--- config.mk ---
export PLATFORM = sky130hd
export DESIGN_NAME = pwr_domain_ctrl
export DESIGN_NICKNAME = d
export VERILOG_FILES = /design/src/rtl/pdc_pkg.sv /design/src/rtl/pdc_regif.sv /design/src/rtl/pdc_domain.sv /design/src/rtl/pdc_irq.sv /design/src/rtl/pwr_domain_ctrl.sv
export SDC_FILE = /design/constraint.sdc
export NUM_CORES = 1
export LEC_CHECK = 0
export BUFFER_PORTS_ARGS = -buffer_cell sky130_fd_sc_hd__buf_2
export CAP_MARGIN = 20
export CORE_MARGIN = 3
export CORE_UTILIZATION = 43
export DETAILED_ROUTE_END_ITERATION = 16
export GPL_TIMING_DRIVEN = 0
export HOLD_SLACK_MARGIN = 0.15
export PLACE_DENSITY = 0.79
export SYNTH_ARGS = -nofsm -noshare
export SYNTH_HDL_FRONTEND = slang
export SYNTH_SLANG_ARGS = --single-unit
--- constraint.sdc ---
create_clock -name clk -period 1.4 [get_ports clk]
set_input_delay 0.14 -clock clk [delete_from_list [all_inputs] [get_ports clk]]
set_output_delay 0.14 -clock clk [all_outputs]
set_load 0.05 [all_outputs]
--- src/rtl/pdc_pkg.sv ---
`timescale 1ns/1ps
package pdc_pkg;

  // Word index of each register (byte offset >> 2)
  localparam int unsigned WIDX_ON    = 0;
  localparam int unsigned WIDX_OFF   = 1;
  localparam int unsigned WIDX_SLEEP = 2;
  localparam int unsigned WIDX_MASK  = 3;

  typedef enum logic [2:0] {
    SEL_ON,
    SEL_OFF,
    SEL_SLEEP,
    SEL_MASK,
    SEL_NONE
  } pdc_sel_e;

  function automatic pdc_sel_e decode_word(input int unsigned widx);
    pdc_sel_e s;
    case (widx)
      WIDX_ON:    s = SEL_ON;
      WIDX_OFF:   s = SEL_OFF;
      WIDX_SLEEP: s = SEL_SLEEP;
      WIDX_MASK:  s = SEL_MASK;
      default:    s = SEL_NONE;
    endcase
    return s;
  endfunction

endpackage

--- src/rtl/pdc_regif.sv ---
`timescale 1ns/1ps
module pdc_regif #(
  parameter int unsigned N      = 8,
  parameter int unsigned ADDR_W = 5,
  parameter int unsigned DATA_W = 32
) (
  input  logic              clk,
  input  logic              rst_n,
  input  logic              wr_en,
  input  logic              rd_en,
  input  logic [ADDR_W-1:0] addr,
  input  logic [DATA_W-1:0] wdata,
  input  logic [N-1:0]      sleep_vec,
  output logic [N-1:0]      on_cmd,
  output logic [N-1:0]      off_cmd,
  output logic              cmd_wr,
  output logic [N-1:0]      mask_q,
  output logic [DATA_W-1:0] rdata,
  output logic              rd_vld
);
  import pdc_pkg::*;

  localparam int unsigned WORD_W = ADDR_W - 2;

  logic [WORD_W-1:0] word;
  pdc_sel_e          sel;

  assign word = addr[ADDR_W-1:2];

  always_comb sel = decode_word(int'(word));

  // Byte lanes below the word and data bits above the domain count carry nothing
  logic unused_bits;
  generate
    if (N < DATA_W) begin : g_wide
      assign unused_bits = ^{addr[1:0], wdata[DATA_W-1:N]};
    end else begin : g_full
      assign unused_bits = ^addr[1:0];
    end
  endgenerate

  assign on_cmd  = (wr_en && sel == SEL_ON)  ? wdata[N-1:0] : '0;
  assign off_cmd = (wr_en && sel == SEL_OFF) ? wdata[N-1:0] : '0;
  assign cmd_wr  = wr_en && (sel == SEL_ON || sel == SEL_OFF);

  always_ff @(posedge clk) begin
    if (!rst_n) begin
      mask_q <= '0;
    end else if (wr_en && sel == SEL_MASK) begin
      mask_q <= wdata[N-1:0];
    end
  end

  always_ff @(posedge clk) begin
    if (!rst_n) begin
      rd_vld <= 1'b0;
      rdata  <= '0;
    end else begin
      rd_vld <= rd_en;
      if (rd_en) begin
        case (sel)
          SEL_SLEEP: rdata <= DATA_W'(sleep_vec);
          SEL_MASK:  rdata <= DATA_W'(mask_q);
          default:   rdata <= '0;
        endcase
      end else begin
        rdata <= '0;
      end
    end
  end

endmodule

--- src/rtl/pdc_domain.sv ---
`timescale 1ns/1ps
module pdc_domain (
  input  logic clk,
  input  logic rst_n,
  input  logic cmd_on,
  input  logic cmd_off,
  input  logic ack,
  output logic req,
  output logic sleep,
  output logic done,
  output logic pend_nxt
);
  logic req_q, sleep_q;
  logic req_nxt, sleep_nxt;
  logic pending;

  // A domain is pending while the requested state disagrees with the reported one:
  // request on (1) while asleep (1), or request off (0) while awake (0).
  assign pending = (req_q == sleep_q);
  assign done    = pending && (ack == req_q);

  always_comb begin
    req_nxt = req_q;
    if (cmd_on)       req_nxt = 1'b1;
    else if (cmd_off) req_nxt = 1'b0;
  end

  assign sleep_nxt = done ? ~ack : sleep_q;
  assign pend_nxt  = (req_nxt == sleep_nxt);

  always_ff @(posedge clk) begin
    if (!rst_n) begin
      req_q   <= 1'b0;
      sleep_q <= 1'b1;
    end else begin
      req_q   <= req_nxt;
      sleep_q <= sleep_nxt;
    end
  end

  assign req   = req_q;
  assign sleep = sleep_q;

endmodule

--- src/rtl/pdc_irq.sv ---
`timescale 1ns/1ps
module pdc_irq #(
  parameter int unsigned N = 8
) (
  input  logic         clk,
  input  logic         rst_n,
  input  logic [N-1:0] done_vec,
  input  logic [N-1:0] pend_nxt_vec,
  input  logic [N-1:0] mask,
  input  logic         cmd_wr,
  output logic         irq
);
  logic flag_q;
  logic set_evt;

  assign set_evt = (|(done_vec & mask)) && !(|(pend_nxt_vec & mask));

  always_ff @(posedge clk) begin
    if (!rst_n) begin
      flag_q <= 1'b0;
    end else if (set_evt) begin
      flag_q <= 1'b1;
    end else if (cmd_wr) begin
      flag_q <= 1'b0;
    end
  end

  assign irq = flag_q && (|mask);

endmodule

--- src/rtl/pwr_domain_ctrl.sv ---
`timescale 1ns/1ps
module pwr_domain_ctrl #(
  parameter int unsigned NUM_DOMAINS = 8,
  parameter int unsigned ADDR_W      = 5,
  parameter int unsigned DATA_W      = 32
) (
  input  logic                   clk,
  input  logic                   rst_n,
  input  logic                   wr_en,
  input  logic                   rd_en,
  input  logic [ADDR_W-1:0]      addr,
  input  logic [DATA_W-1:0]      wdata,
  output logic [DATA_W-1:0]      rdata,
  output logic                   rd_vld,
  output logic [NUM_DOMAINS-1:0] pwr_req,
  input  logic [NUM_DOMAINS-1:0] pwr_ack,
  output logic                   irq
);
  localparam int unsigned N = NUM_DOMAINS;

  logic [N-1:0] on_cmd, off_cmd;
  logic         cmd_wr;
  logic [N-1:0] mask_vec;
  logic [N-1:0] sleep_vec;
  logic [N-1:0] done_vec;
  logic [N-1:0] pend_nxt_vec;

  pdc_regif #(.N(N), .ADDR_W(ADDR_W), .DATA_W(DATA_W)) u_regif (
    .clk       (clk),
    .rst_n     (rst_n),
    .wr_en     (wr_en),
    .rd_en     (rd_en),
    .addr      (addr),
    .wdata     (wdata),
    .sleep_vec (sleep_vec),
    .on_cmd    (on_cmd),
    .off_cmd   (off_cmd),
    .cmd_wr    (cmd_wr),
    .mask_q    (mask_vec),
    .rdata     (rdata),
    .rd_vld    (rd_vld)
  );

  generate
    for (genvar i = 0; i < N; i++) begin : g_dom
      pdc_domain u_dom (
        .clk      (clk),
        .rst_n    (rst_n),
        .cmd_on   (on_cmd[i]),
        .cmd_off  (off_cmd[i]),
        .ack      (pwr_ack[i]),
        .req      (pwr_req[i]),
        .sleep    (sleep_vec[i]),
        .done     (done_vec[i]),
        .pend_nxt (pend_nxt_vec[i])
      );
    end
  endgenerate

  pdc_irq #(.N(N)) u_irq (
    .clk          (clk),
    .rst_n        (rst_n),
    .done_vec     (done_vec),
    .pend_nxt_vec (pend_nxt_vec),
    .mask         (mask_vec),
    .cmd_wr       (cmd_wr),
    .irq          (irq)
  );

endmodule

==> impl_metrics.env <==
export IMPL_grt_overflow=0
export IMPL_power_density_mw_per_mm2=826
export IMPL_boundaryPins=91
export IMPL_status="finished, violations left"
export IMPL_required_ps=1590
export IMPL_synth_edff_count=0
export IMPL_p_leak_nw=1.24
export IMPL_drtPass1Iterations=4
export IMPL_finalSetupTns_ps=-42.6
export IMPL_cts_buffers=5
export IMPL_synth_seq_cells=34
export IMPL_area_growth_pct=32.3
export IMPL_setup_slack_ps=-23.5
export IMPL_worst_r2r_cell_count=6
export IMPL_hpwl_um=3370
export IMPL_synth_top_area_frac=0.335
export IMPL_drc=0
export IMPL_num_vias=1905
export IMPL_busiest_layer="met2"
export IMPL_drt_iter0_markers=65
export IMPL_hold_violations=0
export IMPL_grt_pass1_vias=1597
export IMPL_io_buffers=39
export IMPL_chipWidth_um=74.7
export IMPL_syn_area_per_cell_um2=7.99
export IMPL_yosys_area_top_type="dfxtp_1"
export IMPL_num_rows=24
export IMPL_layout_drive_gt1_share=0.345
export IMPL_hp_class="input port to flop"
export IMPL_grt_util_met2=0.280
export IMPL_grt_pass1_wl_um=7270
export IMPL_die_area_mm2=0.00558
export IMPL_yosysWarningCount=0
export IMPL_cp_arrival_ps=1610
export IMPL_diodes=0
export IMPL_grt_max_degree=11
export IMPL_synth_distinct_cells=38
export IMPL_core_mm2=0.00444
export IMPL_min_period_ps=1420
export IMPL_cts_sinks=34
export IMPL_finClkSkew_ps=7.12
export IMPL_start_kind="flop"
export IMPL_period_share=1.02
export IMPL_ys_seq_area_frac=0.335
export IMPL_routabilityCongestion=0.821
export IMPL_grt_util_all_layers=0.173
export IMPL_setup_viol=2
export IMPL_fin_nets=387
export IMPL_ant_nets=0
export IMPL_wirelength_um=4740
export IMPL_synth_area_mm2=0.00203
export IMPL_dpl_instance_area_mm2=0.00238
export IMPL_vias_per_cell=4.87
export IMPL_async_flop_share=0
export IMPL_min_path_cells=3
export IMPL_initial_core_util=0.457
export IMPL_irDropWorstVdd_uv=406
export IMPL_fin_util=0.604
export IMPL_postSynthCellCount=254
export IMPL_drv_cap=0
export IMPL_cts_tree="yes"
export IMPL_worstSkewPairLatency_ps=290
export IMPL_die_h_um=74.7
export IMPL_final_area_mm2=0.00269
export IMPL_synth_flop_cell="dfxtp_1"
export IMPL_clk_pin_slew_ps=70
export IMPL_crit_type="flop to flop"
export IMPL_violations="negative setup slack"
export IMPL_fillers=384
export IMPL_netlist_top_cells_area="dfxtp_1 (34%), buf_4 (12%), nand2_1 (7.0%)"
export IMPL_fmax_mhz=703
export IMPL_end_kind="flop"
export IMPL_htreeDepth=2
export IMPL_rsz0062_at_grt="yes"
export IMPL_antenna_found_initial=0
export IMPL_gr_usage_met3=0.0481
export IMPL_use_met1=0.214
export IMPL_path_max_fanout=6
export IMPL_cts_buffer_depth=2
export IMPL_cts_root_buf="clkbuf_8"
export IMPL_slew_violations=0
export IMPL_post_drt_wl_per_cell_um=12.1
[what timing repair did]
| action | 4_1_cts | 5_1_grt |
|---|---|---|
| pin swaps | 12 | 4 |
| gates cloned | 0 | 0 |
| endpoints found under the hold margin | 13 | 0 |
| buffers inserted | 5 | 0 |
| hold buffers | 10 | 0 |
| resized for setup | 18 | 17 |
| setup endpoints to repair | 2 | 2 |
[where the power goes]
part           leakage [nW]  switching, W  internal, W
clock                0.0482      0.000365     0.000397
combinational         0.911      0.000295     0.000160
sequential            0.276     0.0000198     0.000984
[placed cells by master (no fill, tap or decap), types with 2 or more instances in the layout]
master / count
nor2_1: 9
o21ai_1: 7
mux2i_1: 9
nand3_1: 2
dfxtp_1: 19
buf_2: 41
inv_1: 6
clkbuf_1: 4
dfxtp_2: 14
o21ai_0: 19
nand4_1: 2
o21ai_2: 3
buf_4: 38
a21boi_0: 8
o221ai_1: 4
nand2_1: 38
and3_1: 6
and2_1: 13
xor2_1: 6
nor2b_1: 2
xnor2_1: 2
nor2b_2: 3
conb_1: 24
nor3_1: 6
a41oi_1: 2
nand2b_1: 11
nor4b_2: 2
dlygate4sd3_1: 10
nor3b_1: 4
clkbuf_8: 6
nand3b_1: 2
maj3_2: 2
[synth_stat cells, types with 3 or more instances]
master / count
nor2_1: 9
o21ai_1: 4
and3_1: 6
and2_1: 13
buf_2: 3
nor3b_1: 4
o21ai_0: 25
buf_4: 32
nor2b_1: 5
o221ai_1: 4
nand2_1: 38
nor3_1: 6
xor2_1: 6
a21boi_0: 9
inv_1: 6
dfxtp_1: 34
nand2b_1: 11
mux2i_1: 9
clkbuf_1: 3
[flip-flops by register name, indices dropped and copies added (netlist names)]
signal             cells
g_dom.u_dom.sleep      8
u_regif.rd_vld         1
u_regif.mask_q         8
u_irq.flag_q           1
u_regif.rdata          8
g_dom.u_dom.req        8
[per-layer routing]
layer | wire (µm) | up-vias
met3 | 287 | 9
met1 | 2100 | 859
li1 | - | 985
met2 | 2260 | 52
met5 | 0 | -
met4 | 89 | 0
[area by class of cell]
class,instances,area [µm²],area share
Clock inverter,1,5.00,0.00186
Buffer,38,267,0.0992
Inverter,7,26.3,0.00978
Timing Repair Buffer,54,335,0.125
Clock buffer,7,86.3,0.0321
Tap cell,52,65.1,0.0242
Sequential cell,34,702,0.261
Multi-Input combinational cell,198,1200,0.447
[metrics by stage]
| stage | worst slack (ps) | hold slack [ps] | instances | total power, W |
|---|---|---|---|---|
| final | -23.5 | 263 | 391 | 0.00222 |
| after global routing | -113 | 284 | 391 | 0.00231 |
| after CTS | -26.4 | 249 | 391 | 0.00223 |
| after detailed placement | -228 | 370 | 368 | 0.00144 |
| after global placement | -214 | 371 | 368 | 0.00144 |
| after floorplan | 5.45 | 213 | 277 | 0.00136 |
[kinds of logic after synthesis]
kind of cell / count (synthesis) / share of synthesized area
XOR/XNOR: 8 / 0.0345
AO/OA/AOI/OAI: 48 / 0.145
other: 1 / 0.00185
multiplexers: 9 / 0.0444
buffers and inverters: 45 / 0.144
adder cells (fa/ha/maj): 3 / 0.0160
flip-flops: 34 / 0.335
AND/OR/NAND/NOR: 106 / 0.279
[worst max-delay path: stages (launching register included)]
cell,delay [ps]
dfxtp_1,420
nor2b_1,70
o21ai_1,180
xnor2_1,90
o21ai_0,230
a21oi_1,110
a41o_1,210
[worst paths after layout]
kind | from | to | slack (ps)
max | g_dom[4].u_dom.sleep | u_irq.flag_q | -20
min | pwr_ack[6] | g_dom[6].u_dom.sleep | 260
max reg2reg | g_dom[4].u_dom.sleep | u_irq.flag_q | -20
min reg2reg | u_regif.mask_q[0] | u_regif.mask_q[0] | 500
Power figures use the tool's default switching activity.
